--- src/rtl/ncl_gate_pkg.sv ---
`timescale 1ns/1ps
package ncl_gate_pkg;
  localparam int unsigned MAX_GATE_INPUTS = 32;

  function automatic int unsigned count_ones(input logic [MAX_GATE_INPUTS-1:0] v);
    int unsigned c;
    c = 0;
    for (int i = 0; i < MAX_GATE_INPUTS; i++) c += int'(v[i]);
    return c;
  endfunction
endpackage

--- src/rtl/ncl_hyst_cell.sv ---
`timescale 1ns/1ps
// Shared hold element: set wins, NULL releases, else keep sampled value.
module ncl_hyst_cell (
  input  logic clk_i,
  input  logic rst_ni,
  input  logic set_i,
  input  logic null_i,
  output logic out_o
);
  logic held_q;

  assign out_o = set_i | (held_q & ~null_i);

  always_ff @(posedge clk_i or negedge rst_ni) begin
    if (!rst_ni) held_q <= 1'b0;
    else         held_q <= out_o;
  end
endmodule

--- src/rtl/ncl_thmn_gate.sv ---
`timescale 1ns/1ps
module ncl_thmn_gate #(
  parameter int unsigned N = 4,
  parameter int unsigned M = 3
) (
  input  logic         clk_i,
  input  logic         rst_ni,
  input  logic [N-1:0] in_i,
  output logic         out_o
);
  import ncl_gate_pkg::*;

  logic set_w;
  logic null_w;

  assign null_w = ~|in_i;

  // Cheap forms for the OR and AND corners, counter otherwise.
  generate
    if (M == 1) begin : g_any
      assign set_w = |in_i;
    end else if (M == N) begin : g_all
      assign set_w = &in_i;
    end else begin : g_cnt
      logic [MAX_GATE_INPUTS-1:0] ext_w;
      assign ext_w = MAX_GATE_INPUTS'(in_i);
      assign set_w = (count_ones(ext_w) >= M);
    end
  endgenerate

  ncl_hyst_cell hold_i (
    .clk_i  (clk_i),
    .rst_ni (rst_ni),
    .set_i  (set_w),
    .null_i (null_w),
    .out_o  (out_o)
  );
endmodule

--- src/rtl/ncl_th24comp_gate.sv ---
`timescale 1ns/1ps
module ncl_th24comp_gate (
  input  logic clk_i,
  input  logic rst_ni,
  input  logic a_i,
  input  logic b_i,
  input  logic c_i,
  input  logic d_i,
  output logic out_o
);
  logic set_w;
  logic null_w;

  assign set_w  = (a_i | b_i) & (c_i | d_i);
  assign null_w = ~(a_i | b_i | c_i | d_i);

  ncl_hyst_cell hold_i (
    .clk_i  (clk_i),
    .rst_ni (rst_ni),
    .set_i  (set_w),
    .null_i (null_w),
    .out_o  (out_o)
  );
endmodule

--- src/rtl/ncl_dr_xor.sv ---
`timescale 1ns/1ps
// Dual-rail XOR from two complemented 2-of-4 gates.
module ncl_dr_xor (
  input  logic clk_i,
  input  logic rst_ni,
  input  logic a_t_i,
  input  logic a_f_i,
  input  logic b_t_i,
  input  logic b_f_i,
  output logic z_t_o,
  output logic z_f_o
);
  // (at|bt)&(af|bf) -> operands differ
  ncl_th24comp_gate true_rail_i (
    .clk_i (clk_i), .rst_ni (rst_ni),
    .a_i (a_t_i), .b_i (b_t_i), .c_i (a_f_i), .d_i (b_f_i),
    .out_o (z_t_o)
  );

  // (at|bf)&(af|bt) -> operands match
  ncl_th24comp_gate false_rail_i (
    .clk_i (clk_i), .rst_ni (rst_ni),
    .a_i (a_t_i), .b_i (b_f_i), .c_i (a_f_i), .d_i (b_t_i),
    .out_o (z_f_o)
  );
endmodule

--- src/rtl/ncl_gate_set.sv ---
`timescale 1ns/1ps
module ncl_gate_set #(
  parameter int unsigned GEN_INPUTS = 4,
  parameter int unsigned GEN_THRESH = 3
) (
  input  logic                  clk_i,
  input  logic                  rst_ni,
  input  logic [GEN_INPUTS-1:0] thmn_in_i,
  output logic                  thmn_o,
  input  logic                  th22_a_i,
  input  logic                  th22_b_i,
  output logic                  th22_o,
  input  logic                  comp_a_i,
  input  logic                  comp_b_i,
  input  logic                  comp_c_i,
  input  logic                  comp_d_i,
  output logic                  comp_o,
  input  logic                  xa_t_i,
  input  logic                  xa_f_i,
  input  logic                  xb_t_i,
  input  logic                  xb_f_i,
  output logic                  xor_t_o,
  output logic                  xor_f_o
);
  ncl_thmn_gate #(.N(GEN_INPUTS), .M(GEN_THRESH)) gen_gate_i (
    .clk_i (clk_i), .rst_ni (rst_ni), .in_i (thmn_in_i), .out_o (thmn_o)
  );

  ncl_thmn_gate #(.N(2), .M(2)) th22_gate_i (
    .clk_i (clk_i), .rst_ni (rst_ni),
    .in_i ({th22_b_i, th22_a_i}), .out_o (th22_o)
  );

  ncl_th24comp_gate comp_gate_i (
    .clk_i (clk_i), .rst_ni (rst_ni),
    .a_i (comp_a_i), .b_i (comp_b_i), .c_i (comp_c_i), .d_i (comp_d_i),
    .out_o (comp_o)
  );

  ncl_dr_xor xor_i (
    .clk_i (clk_i), .rst_ni (rst_ni),
    .a_t_i (xa_t_i), .a_f_i (xa_f_i), .b_t_i (xb_t_i), .b_f_i (xb_f_i),
    .z_t_o (xor_t_o), .z_f_o (xor_f_o)
  );
endmodule

--- config.mk ---
export PLATFORM = sky130hd
export DESIGN_NAME = ncl_gate_set
export DESIGN_NICKNAME = d
export VERILOG_FILES = /design/src/rtl/ncl_gate_pkg.sv /design/src/rtl/ncl_hyst_cell.sv /design/src/rtl/ncl_thmn_gate.sv /design/src/rtl/ncl_th24comp_gate.sv /design/src/rtl/ncl_dr_xor.sv /design/src/rtl/ncl_gate_set.sv
export SDC_FILE = /design/constraint.sdc
export NUM_CORES = 1
export LEC_CHECK = 0
export BUFFER_PORTS_ARGS = -buffer_cell sky130_fd_sc_hd__buf_2
export CAP_MARGIN = 15
export CELL_PAD_IN_SITES_DETAIL_PLACEMENT = 2
export CELL_PAD_IN_SITES_GLOBAL_PLACEMENT = 2
export CORE_UTILIZATION = 17
export DETAILED_ROUTE_END_ITERATION = 7
export GPL_TIMING_DRIVEN = 0
export PLACE_DENSITY_LB_ADDON = 0.1
export SLEW_MARGIN = 20
export SYNTH_ARGS = -nofsm -noshare
export SYNTH_HDL_FRONTEND = slang
export SYNTH_SLANG_ARGS = --single-unit
export TNS_END_PERCENT = 20
--- constraint.sdc ---
create_clock -name clk_i -period 2.4 [get_ports clk_i]
set_clock_uncertainty 0.1 [all_clocks]
set_input_delay 0.6 -clock clk_i [delete_from_list [all_inputs] [get_ports clk_i]]
set_output_delay 0.6 -clock clk_i [all_outputs]
set_load 0.005 [all_outputs]
==> results of run 1 <==
-- report_power, final --
part           switching [µW]  leakage, µW  internal [µW]
logic                    26.5     0.000162           31.0
clock network            37.0    0.0000150           63.0
registers                2.24    0.0000489           90.3
-- flip-flops by register name, summed over array words and instances (netlist names) --
| register | count |
|---|---|
| th22_gate_i.hold_i.held_q | 1 |
| xor_i.false_rail_i.hold_i.held_q | 1 |
| gen_gate_i.hold_i.held_q | 1 |
| comp_gate_i.hold_i.held_q | 1 |
| xor_i.true_rail_i.hold_i.held_q | 1 |
-- stage by stage --
stage               hold slack [ns]   util  total power (µW)  std cells
floorplan                     0.204      -               117         28
global placement              0.319  0.281               142         64
detailed placement            0.327  0.281               147         64
CTS                          0.0577  0.319               260         68
global route                 0.0607  0.319               269         68
finish                       0.0654  0.319               250         68
-- per-layer routing --
layer,global-route usage,up-vias,share of wire
li1,-,143,-
met1,0.0674,145,0.30
met2,0.215,12,0.63
met3,0.0298,0,0.067
met4,0.0750,0,0
met5,0,-,0
-- Yosys cell counts --
cell type	n
maj3_1	1
inv_1	7
a221o_1	1
o21ai_0	3
fa_1	1
ha_1	3
o32ai_1	3
nand2_1	3
or3b_1	1
dfrtp_1	5
-- how the worst max path moves through the flow --
| stage | from | depth (start not counted) | slack (ns) | to |
|---|---|---|---|---|
| after global routing | thmn_in_i[1] | 9 | -0.35 | thmn_o |
| after global placement | thmn_in_i[0] | 9 | -0.46 | thmn_o |
| final | thmn_in_i[0] | 9 | -0.31 | thmn_o |
| after detailed placement | thmn_in_i[0] | 9 | -0.48 | thmn_o |
| after CTS | thmn_in_i[1] | 9 | -0.32 | thmn_o |
| after floorplan | thmn_in_i[0] | 7 | -0.15 | thmn_o |
-- cell families after synthesis --
kind of cell,Yosys count
AO/OA/AOI/OAI,7
flip-flops,5
adder cells (fa/ha/maj),5
buffers and inverters,7
AND/OR/NAND/NOR,4
-- final cells by class --
cell class | count | area share
timing repair buffer | 20 | 0.242
sequential | 5 | 0.252
inverter | 7 | 0.0781
clock buffer | 4 | 0.0529
tap | 16 | 0.0403
multi-input combinational | 16 | 0.335
-- timing repair --
action	CTS	global route
endpoints found under the setup margin	1	1
pin swaps	4	0
resized for setup	8	0
==> impl_results.md, run 1 <==
- Final Hold Fails: 0
- Worst r2r dst: th22_gate_i.hold_i.held_q
- Clock latency at the later pin of the worst-skew pair: between 0.2 and 0.25 ns
- GRT Total Usage: 0.101
- Routed Antenna Nets: 0
- Max FO, Critical Path: 2
- PnR worst setup slack: -0.307 ns
- Synthesized Nets: 48
- Worst setup EP type: output pin
- Worst Path Required: about 1.7 ns
- Critical Path Start Type: primary input
- Lkg Pwr: about 0.00023 µW
- Post-Synth Simple-Gate Area: 0.0690
- Most frequent cells in the layout: 18 x buf_2, 5 x dfrtp_1
- Worst hold-check path type: primary input to async pin
- Ports: 21
- Multi-input gate area: between 150 and 200 µm²
- Share of the synthesized area in the top cell type: 0.431
- Clk slew on worst S/H paths: ~0.050 ns
- Register bit count reported by yosys: 5
- Crit-path max cell delay: 0.32 ns
- Routed Wire Length: roughly 830 µm
- Final worst path period share: 1.13
- Slew @ Worst Pin: between 0.2 and 0.25 ns
- P&R area growth vs syn: 71.1%
- DPL Wire Length: 727 µm
- Compound-gate portion of the synthesized area: 0.177
- Drt pass-1 iters: 7
- Filler Cells Inserted: 181
- Final setup viols: 1
- Worst reg2reg startpoint: th22_gate_i.hold_i.held_q
- Data arrival, critical path: 2.01 ns
- Gr ovfl total: 0
- Delay-heaviest family, CP: adder cells
- Sum Neg Setup Slack: -0.307 ns
- Largest net degree at the start of global routing: 6
- Root Driver: clkbuf_4
- First-pass GRT wire length: ~1300 µm
- FMAX: about 0.37 GHz
- Die area: approximately 1900 µm²
- Top cells by area, synth: dfrtp_1 43%, ha_1 13%, inv_1 9.1%
- FP Rows: 14
- Num CTS Buffers: 3
- CTS tree: built
- Initial core utilization: 0.186
- Rel. slew slack: 0.847
- DRC: 5
- Max-Cap Viols: 0
- Hold Buf Count CTS: 0
- Post-Syn Instances: 28
- Worst slack at placement: -0.479 ns
- Final net count: 73
- Outcome: finished with violations
- Final Max Slew Viols: 0
- YS warnings: 0
- Register Area: about 130 µm²
- Seq/Total Area, Yosys: 0.431
- Placed instance area: 438 µm²
- Yosys cell types: 10
- Mux contribution to synthesized area: 0
- Post-Synth Adder-Cell Area: 0.233
- Port Buffers: 20
- Chip width: 43.3 µm
- CORE AREA: 1560 µm²
- Largest family of logic cells by synthesized area: adder cells
- H-tree levels: 1
- PD cells: 503 nW/µm²
- Slowest CP cell: fa_2
- Drt initial violations: 5
- Initial antenna violation count: 0
- Finished Cell Area: between 400 and 500 µm²
- Share of cells above drive strength 1: 0.577
- RePlAce Congestion: around 0.6
- Maximum vdd drop: 0.141 mV
- Commonest non-fill, non-tap cell in the layout: buf_2
- CP Buf/Inv Count: 5
- Synth Area per Inst: about 10 µm²
- RSZ-0062 raised after global routing: true
- Clock tree sinks: 5
- ANT cells: 0
- Clock buffer depth: 2
- Vias in the first global route: 334
- Critical path cell sequence: buf_8 -> inv_8 -> ha_4 -> inv_2 -> fa_2 -> inv_2 -> ha_4 -> a221o_1 -> buf_2
- Crit path kind: primary input to output pin
- Post-CTS setup buffers: 0
- Reg2reg path depth: 1
- Via count: 300
- Post-Syn Area: 290 µm²
- Area leader, netlist: dfrtp_1
- Final Critical Period: about 2.7 ns
- Die height: between 40 and 50 µm
- Violated checks: DRC, setup timing
- Wire length per cell: roughly 12 µm
- Post-synthesis xor/xnor area fraction: 0
- Reg-to-reg slack, setup: approximately 1.5 ns
- Via density: between 4 and 5
No activity file was read; power rests on OpenSTA's default activity.
==> inputs of run 2 (changes only) <==
--- a/config.mk
+++ b/config.mk
@@ -10,6 +10,7 @@
 export CELL_PAD_IN_SITES_DETAIL_PLACEMENT = 2
 export CELL_PAD_IN_SITES_GLOBAL_PLACEMENT = 2
 export CORE_UTILIZATION = 17
+export CTS_CLUSTER_DIAMETER = 40
 export DETAILED_ROUTE_END_ITERATION = 7
 export GPL_TIMING_DRIVEN = 0
 export PLACE_DENSITY_LB_ADDON = 0.1
==> constraint.sdc (replaced) <==
create_clock -name clk_i -period 2.4 [get_ports clk_i]
set_clock_uncertainty 0.1 [all_clocks]
set_input_delay 0.12 -clock clk_i [delete_from_list [all_inputs] [get_ports clk_i]]
set_output_delay 0.12 -clock clk_i [all_outputs]
set_load 0.005 [all_outputs]
==> impl_results.md, run 2 (synthesis results as in run 1) <==
- Most common cell on crit path: inv_1
- Wire length per cell: 13.2 µm (+8.4%)
- CP Buf/Inv Count: 5 (unchanged)
- Vias in the first global route: 340 (+1.8%)
- Crit-path max cell delay: 0.36 ns (+0.04 ns)
- CORE AREA: 1560 µm² (unchanged)
- Initial antenna violation count: 0 (unchanged)
- Worst hold-check path type: primary input to flip-flop
- Die area: 1880 µm² (unchanged)
- DPL Wire Length: 825 µm (+13%)
- Die height: 43.3 µm (unchanged)
- Clk slew on worst S/H paths: 0.04 ns (about the same)
- Clock buffer depth: 2 (unchanged)
- ANT cells: 0 (unchanged)
- Post-CTS Resized: 0 (-8)
- Ports: 21 (unchanged)
- GRT Total Usage: 0.114 (+0.0131)
- Slew @ Worst Pin: 0.245 ns (+0.0166 ns)
- Gr ovfl total: 0 (unchanged)
- Clock tree sinks: 5 (unchanged)
- Worst setup EP type: output pin
- Delay-heaviest family, CP: adder cells
- Lkg Pwr: 0.000227 µW (+0.34%)
- Share of cells above drive strength 1: 0.434 (-0.143)
- PD cells: 528 nW/µm² (+4.9%)
- Data arrival, critical path: 1.69 ns (-0.32 ns)
- First-pass GRT wire length: 1460 µm (+12%)
- Placed instance area: 410 µm² (-6.3%)
- RePlAce Congestion: 0.717 (+17%)
- Outcome: finished with violations
- Max FO, Critical Path: 2 (unchanged)
- Crit path kind: primary input to output pin
- Routed Antenna Nets: 0 (unchanged)
- Maximum vdd drop: 0.230 mV (+63%)
- DRC: 4 (-1)
- RSZ-0062 raised after global routing: false
- Max-Cap Viols: 0 (unchanged)
- Final setup viols: 0 (-1)
- Rel. slew slack: 0.836 (-0.0111)
- H-tree levels: 1 (unchanged)
- Num CTS Buffers: 3 (unchanged)
- Drt pass-1 iters: 6 (-1)
- Critical Path Start Type: primary input
- Largest net degree at the start of global routing: 6 (unchanged)
- Final Max Slew Viols: 0 (unchanged)
- Most frequent cells in the layout: 20 x buf_2, 7 x inv_1, 5 x dfrtp_1
- Via count: 312 (+4.0%)
- Slowest CP cell: fa_1
- Multi-input gate area: 139 µm² (-17%)
- Commonest non-fill, non-tap cell in the layout: buf_2
- Root Driver: clkbuf_4
- Worst Path Required: 2.18 ns (+0.48 ns)
- Clock latency at the later pin of the worst-skew pair: 0.24 ns (about the same)
- Sum Neg Setup Slack: 0 ns (+0.307 ns)
- Chip width: 43.3 µm (unchanged)
- Routed Wire Length: 910 µm (+10%)
- Final worst path period share: 0.795 (-0.333)
- Final Critical Period: 1.91 ns (-0.799 ns)
- Final Hold Fails: 0 (unchanged)
- P&R area growth vs syn: 53.9%
- Violated checks: DRC
- FP Rows: 14 (unchanged)
- Initial core utilization: 0.186 (unchanged)
- CTS tree: built
- Filler Cells Inserted: 182 (+0.55%)
- Port Buffers: 20 (unchanged)
- Final net count: 74 (+1.4%)
- Via density: 4.52 (+2.5%)
- Finished Cell Area: 447 µm² (-10%)
- Drt initial violations: 7 (+2)
- Post-CTS setup buffers: 0 (unchanged)
- Register Area: 125 µm² (unchanged)
- Critical path cell sequence: buf_2 -> inv_1 -> ha_1 -> inv_1 -> fa_1 -> inv_1 -> ha_1 -> a221o_1 -> buf_2
- FMAX: 0.524 GHz (+42%)
[run 2: changes by cell type in the layout (fill, tap and decap cells not counted)]
cell,previous run,this run
buf_2,18,20
buf_8,2,0
dlygate4sd3_1,0,1
fa_1,0,1
fa_2,1,0
ha_1,1,3
ha_4,2,0
inv_1,3,7
inv_2,2,0
inv_6,1,0
inv_8,1,0
[run 2: what timing repair did]
item / in CTS / in global routing
endpoints found under the hold margin: 5 / 0
hold buffers: 1 / 0
endpoints found under the setup margin: 0 / 0
[run 2: worst min-delay path, stage by stage]
cell,delay (ns)
buf_2,0.08
o32ai_1,0.06
nand2_1,0.08
[run 2: final timing paths]
| kind | depth (start not counted) | slack [ns] | to | startpoint |
|---|---|---|---|---|
| setup / recovery | 9 | 0.49 | thmn_o | thmn_in_i[0] |
| hold / removal | 3 | 0.04 | comp_gate_i.hold_i.held_q | comp_d_i |
| setup reg to reg | 2 | 1.44 | xor_i.true_rail_i.hold_i.held_q | xor_i.true_rail_i.hold_i.held_q |
| hold reg to reg | 2 | 0.43 | xor_i.false_rail_i.hold_i.held_q | xor_i.false_rail_i.hold_i.held_q |
| max in group asynchronous | 2 | 1.94 | xor_i.true_rail_i.hold_i.held_q | rst_ni |
| min in group asynchronous | 2 | 0.13 | comp_gate_i.hold_i.held_q | rst_ni |
[run 2: area by class of cell]
class | instances | share of cell area
tap | 16 | 0.0448
multi-input combinational | 16 | 0.311
timing repair buffer | 21 | 0.246
inverter | 7 | 0.0588
sequential | 5 | 0.280
clock buffer | 4 | 0.0588
[run 2: metal layers]
metal	track usage	routed length [µm]	part of all wire
met5	0	0	0
met4	0.0188	0	0
met3	0.0723	57	0.063
met2	0.227	572	0.63
met1	0.0933	280	0.31
[run 2: report_power, final]
part           leakage (µW)  internal, µW  switching (µW)  total, µW
registers         0.0000489          90.4            2.29       92.7
logic              0.000163          24.7            23.3       48.1
clock network     0.0000150          62.7            32.4       95.1
total              0.000227           178            57.9        236
[run 2: metrics by stage]
step | setup WS [ns] | power [µW] | std cells | hold WS [ns] | util
after detailed placement | 0.505 | 142 | 64 | -0.156 | 0.263
after global placement | 0.549 | 137 | 64 | -0.160 | 0.263
after global routing | 0.438 | 252 | 69 | 0.0489 | 0.287
after floorplan | 0.785 | 113 | 28 | -0.276 | -
after CTS | 0.490 | 242 | 69 | 0.0356 | 0.287
final | 0.492 | 236 | 69 | 0.0350 | 0.287
==> inputs of run 3 (changes only) <==
==> constraint.sdc (replaced) <==
create_clock -name clk_i -period 1.7 [get_ports clk_i]
set_clock_uncertainty 0.1 [all_clocks]
set_input_delay 0.085 -clock clk_i [delete_from_list [all_inputs] [get_ports clk_i]]
set_output_delay 0.085 -clock clk_i [all_outputs]
set_load 0.005 [all_outputs]
==> impl_results.md, run 3 (synthesis results as in run 1) <==
- Outcome: finished with violations
- Violated checks: DRC, hold timing, setup timing
- Clk slew on worst S/H paths: 0.04 ns (about the same)
- Die height: 43.3 µm (unchanged)
- Worst setup EP type: output pin
- Routed Antenna Nets: 0 (unchanged)
- Hold Crit Start: comp_d_i
- Worst r2r dst: xor_i.true_rail_i.hold_i.held_q
- P&R area growth vs syn: 72.0%
- PnR worst setup slack: -0.0121 ns (-0.505 ns)
- Most frequent cells in the layout: 18 x buf_2, 5 x dfrtp_1
- RSZ-0062 raised after global routing: true
- Post-CTS setup buffers: 0 (unchanged)
- Filler Cells Inserted: 175 (-3.8%)
- Clock latency at the later pin of the worst-skew pair: 0.24 ns (about the same)
- Reg2reg path depth: 2 (unchanged)
- Data arrival, critical path: 1.53 ns (-0.16 ns)
- GRT Total Usage: 0.128 (+0.0141)
- Critical Path Start Type: primary input
- Min Hold Slack: -0.00233 ns (-0.0374 ns)
- Final worst path period share: 1.01
- Final Max Slew Viols: 0 (unchanged)
- Via density: 4.51 (-0.32%)
- Crit path kind: primary input to output pin
- Maximum vdd drop: 0.326 mV (+42%)
- Max-Cap Viols: 0 (unchanged)
- Worst slack at placement: -0.125 ns (-0.630 ns)
- Reg-to-reg slack, setup: 0.74 ns (-0.70 ns)
- PD cells: 701 nW/µm² (+33%)
- RePlAce Congestion: 0.717 (unchanged)
- CTS tree: built
- Via count: 311 (-0.32%)
- Routed Wire Length: 972 µm (+6.8%)
- Fin util: 0.320 (+0.0337)
- Num CTS Buffers: 3 (unchanged)
- Critical path cell sequence: buf_8 -> inv_4 -> ha_4 -> inv_2 -> fa_2 -> inv_2 -> ha_4 -> a221o_1 -> buf_2
- Drt pass-1 iters: 6 (unchanged)
- Commonest non-fill, non-tap cell in the layout: buf_2
- Wire length per cell: 14.1 µm (+6.8%)
- Vias in the first global route: 349 (+2.6%)
- Ports: 21 (unchanged)
- Share of cells above drive strength 1: 0.566 (+0.132)
- Clock tree sinks: 5 (unchanged)
- H-tree levels: 1 (unchanged)
- DRC: 4 (unchanged)
- Crit-path max cell delay: 0.33 ns (-0.03 ns)
- CORE AREA: 1560 µm² (unchanged)
- Die area: 1880 µm² (unchanged)
- Worst hold-check path type: primary input to flip-flop
- Port Buffers: 20 (unchanged)
- Dpl cells: 64 (unchanged)
- Root Driver: clkbuf_4
- Post-route insts no fill: 69 (unchanged)
- Final Hold Fails: 1 (+1)
- Initial antenna violation count: 0 (unchanged)
- ANT cells: 0 (unchanged)
- Gr ovfl total: 0 (unchanged)
- Final setup viols: 1 (+1)
- FP Rows: 14 (unchanged)
- Initial core utilization: 0.186 (unchanged)
- Clock buffer depth: 2 (unchanged)
- FMAX: about 0.58 GHz
- Largest net degree at the start of global routing: 6 (unchanged)
- First-pass GRT wire length: 1640 µm (+12%)
- Max FO, Critical Path: 2 (unchanged)
- Slowest CP cell: fa_2
- Lkg Pwr: 0.000228 µW (+0.77%)
- Rel. slew slack: 0.839 (+0.00245)
- Slew @ Worst Pin: 0.241 ns (-0.00366 ns)
- Drt initial violations: 7 (unchanged)
- Sum Neg Setup Slack: -0.0121 ns (-0.0121 ns)
- Final Critical Period: 1.71 ns
- DPL Wire Length: 825 µm (unchanged)
- Register Area: 125 µm² (unchanged)
- Worst reg2reg startpoint: xor_i.true_rail_i.hold_i.held_q
- Hold path endpoint: comp_gate_i.hold_i.held_q
- Hold depth: 3 (unchanged)
- Final net count: 74 (unchanged)
- Multi-input gate area: 166 µm² (+20%)
- Worst Path Required: 1.51 ns (-0.67 ns)
- Chip width: 43.3 µm (unchanged)
==> run 3: changes by cell type in the layout (fill, tap and decap cells not counted), moves of 2 or more <==
| cell | change |
|---|---|
| inv_1 | -4 |
| buf_2 | -2 |
| buf_8 | +2 |
| ha_1 | -2 |
| ha_4 | +2 |
| inv_2 | +2 |
| inv_4 | +2 |
==> run 3: worst max path at each step <==
stage | start | end | slack (ns) | depth (start not counted)
final | thmn_in_i[1] | thmn_o | -0.01 | 9
after global routing | thmn_in_i[1] | thmn_o | -0.07 | 9
after CTS | thmn_in_i[0] | thmn_o | -0.06 | 9
after detailed placement | thmn_in_i[0] | thmn_o | -0.13 | 9
after global placement | thmn_in_i[0] | thmn_o | -0.08 | 9
after floorplan | thmn_in_i[0] | gen_gate_i.hold_i.held_q | 0.12 | 7
==> run 3: final cells by class <==
class | count | area share
clock buffers | 4 | 0.0526
well taps | 16 | 0.0401
multi-input cells | 16 | 0.333
inverters | 7 | 0.0627
repair buffers | 21 | 0.261
flip-flops and latches | 5 | 0.251
==> run 3: metrics by stage <==
step / power (µW) / cell area [µm²]
floorplan: 160 / 290
global placement: 193 / 410
detailed placement: 200 / 410
CTS: 357 / 499
global route: 375 / 499
finish: 350 / 499
==> run 3: worst max-delay path: cells and delay by family <==
kind | cells | cell delay [ns]
fa+ha+maj | 3 | 0.77
buf+inv | 5 | 0.34
compound gates | 1 | 0.33
==> run 3: what timing repair did <==
item	CTS	global route
hold buffers	1	0
pin swaps	3	3
resized for setup	13	0
endpoints found under the hold margin	5	0
setup endpoints to repair	1	1
==> run 3: power by group <==
| group | internal [µW] | switching [µW] |
|---|---|---|
| registers | 128 | 3.21 |
| clock network | 88.6 | 46.3 |
| logic | 45.4 | 38.9 |
| total | 262 | 88.4 |
==> run 3: metal layers <==
metal	global-route usage	wire [µm]	share of wire	vias up
li1	-	-	-	146
met1	0.130	328	0.34	151
met2	0.233	576	0.59	14
met3	0.0723	68	0.070	0
met4	0.0188	0	0	0
met5	0	0	0	-
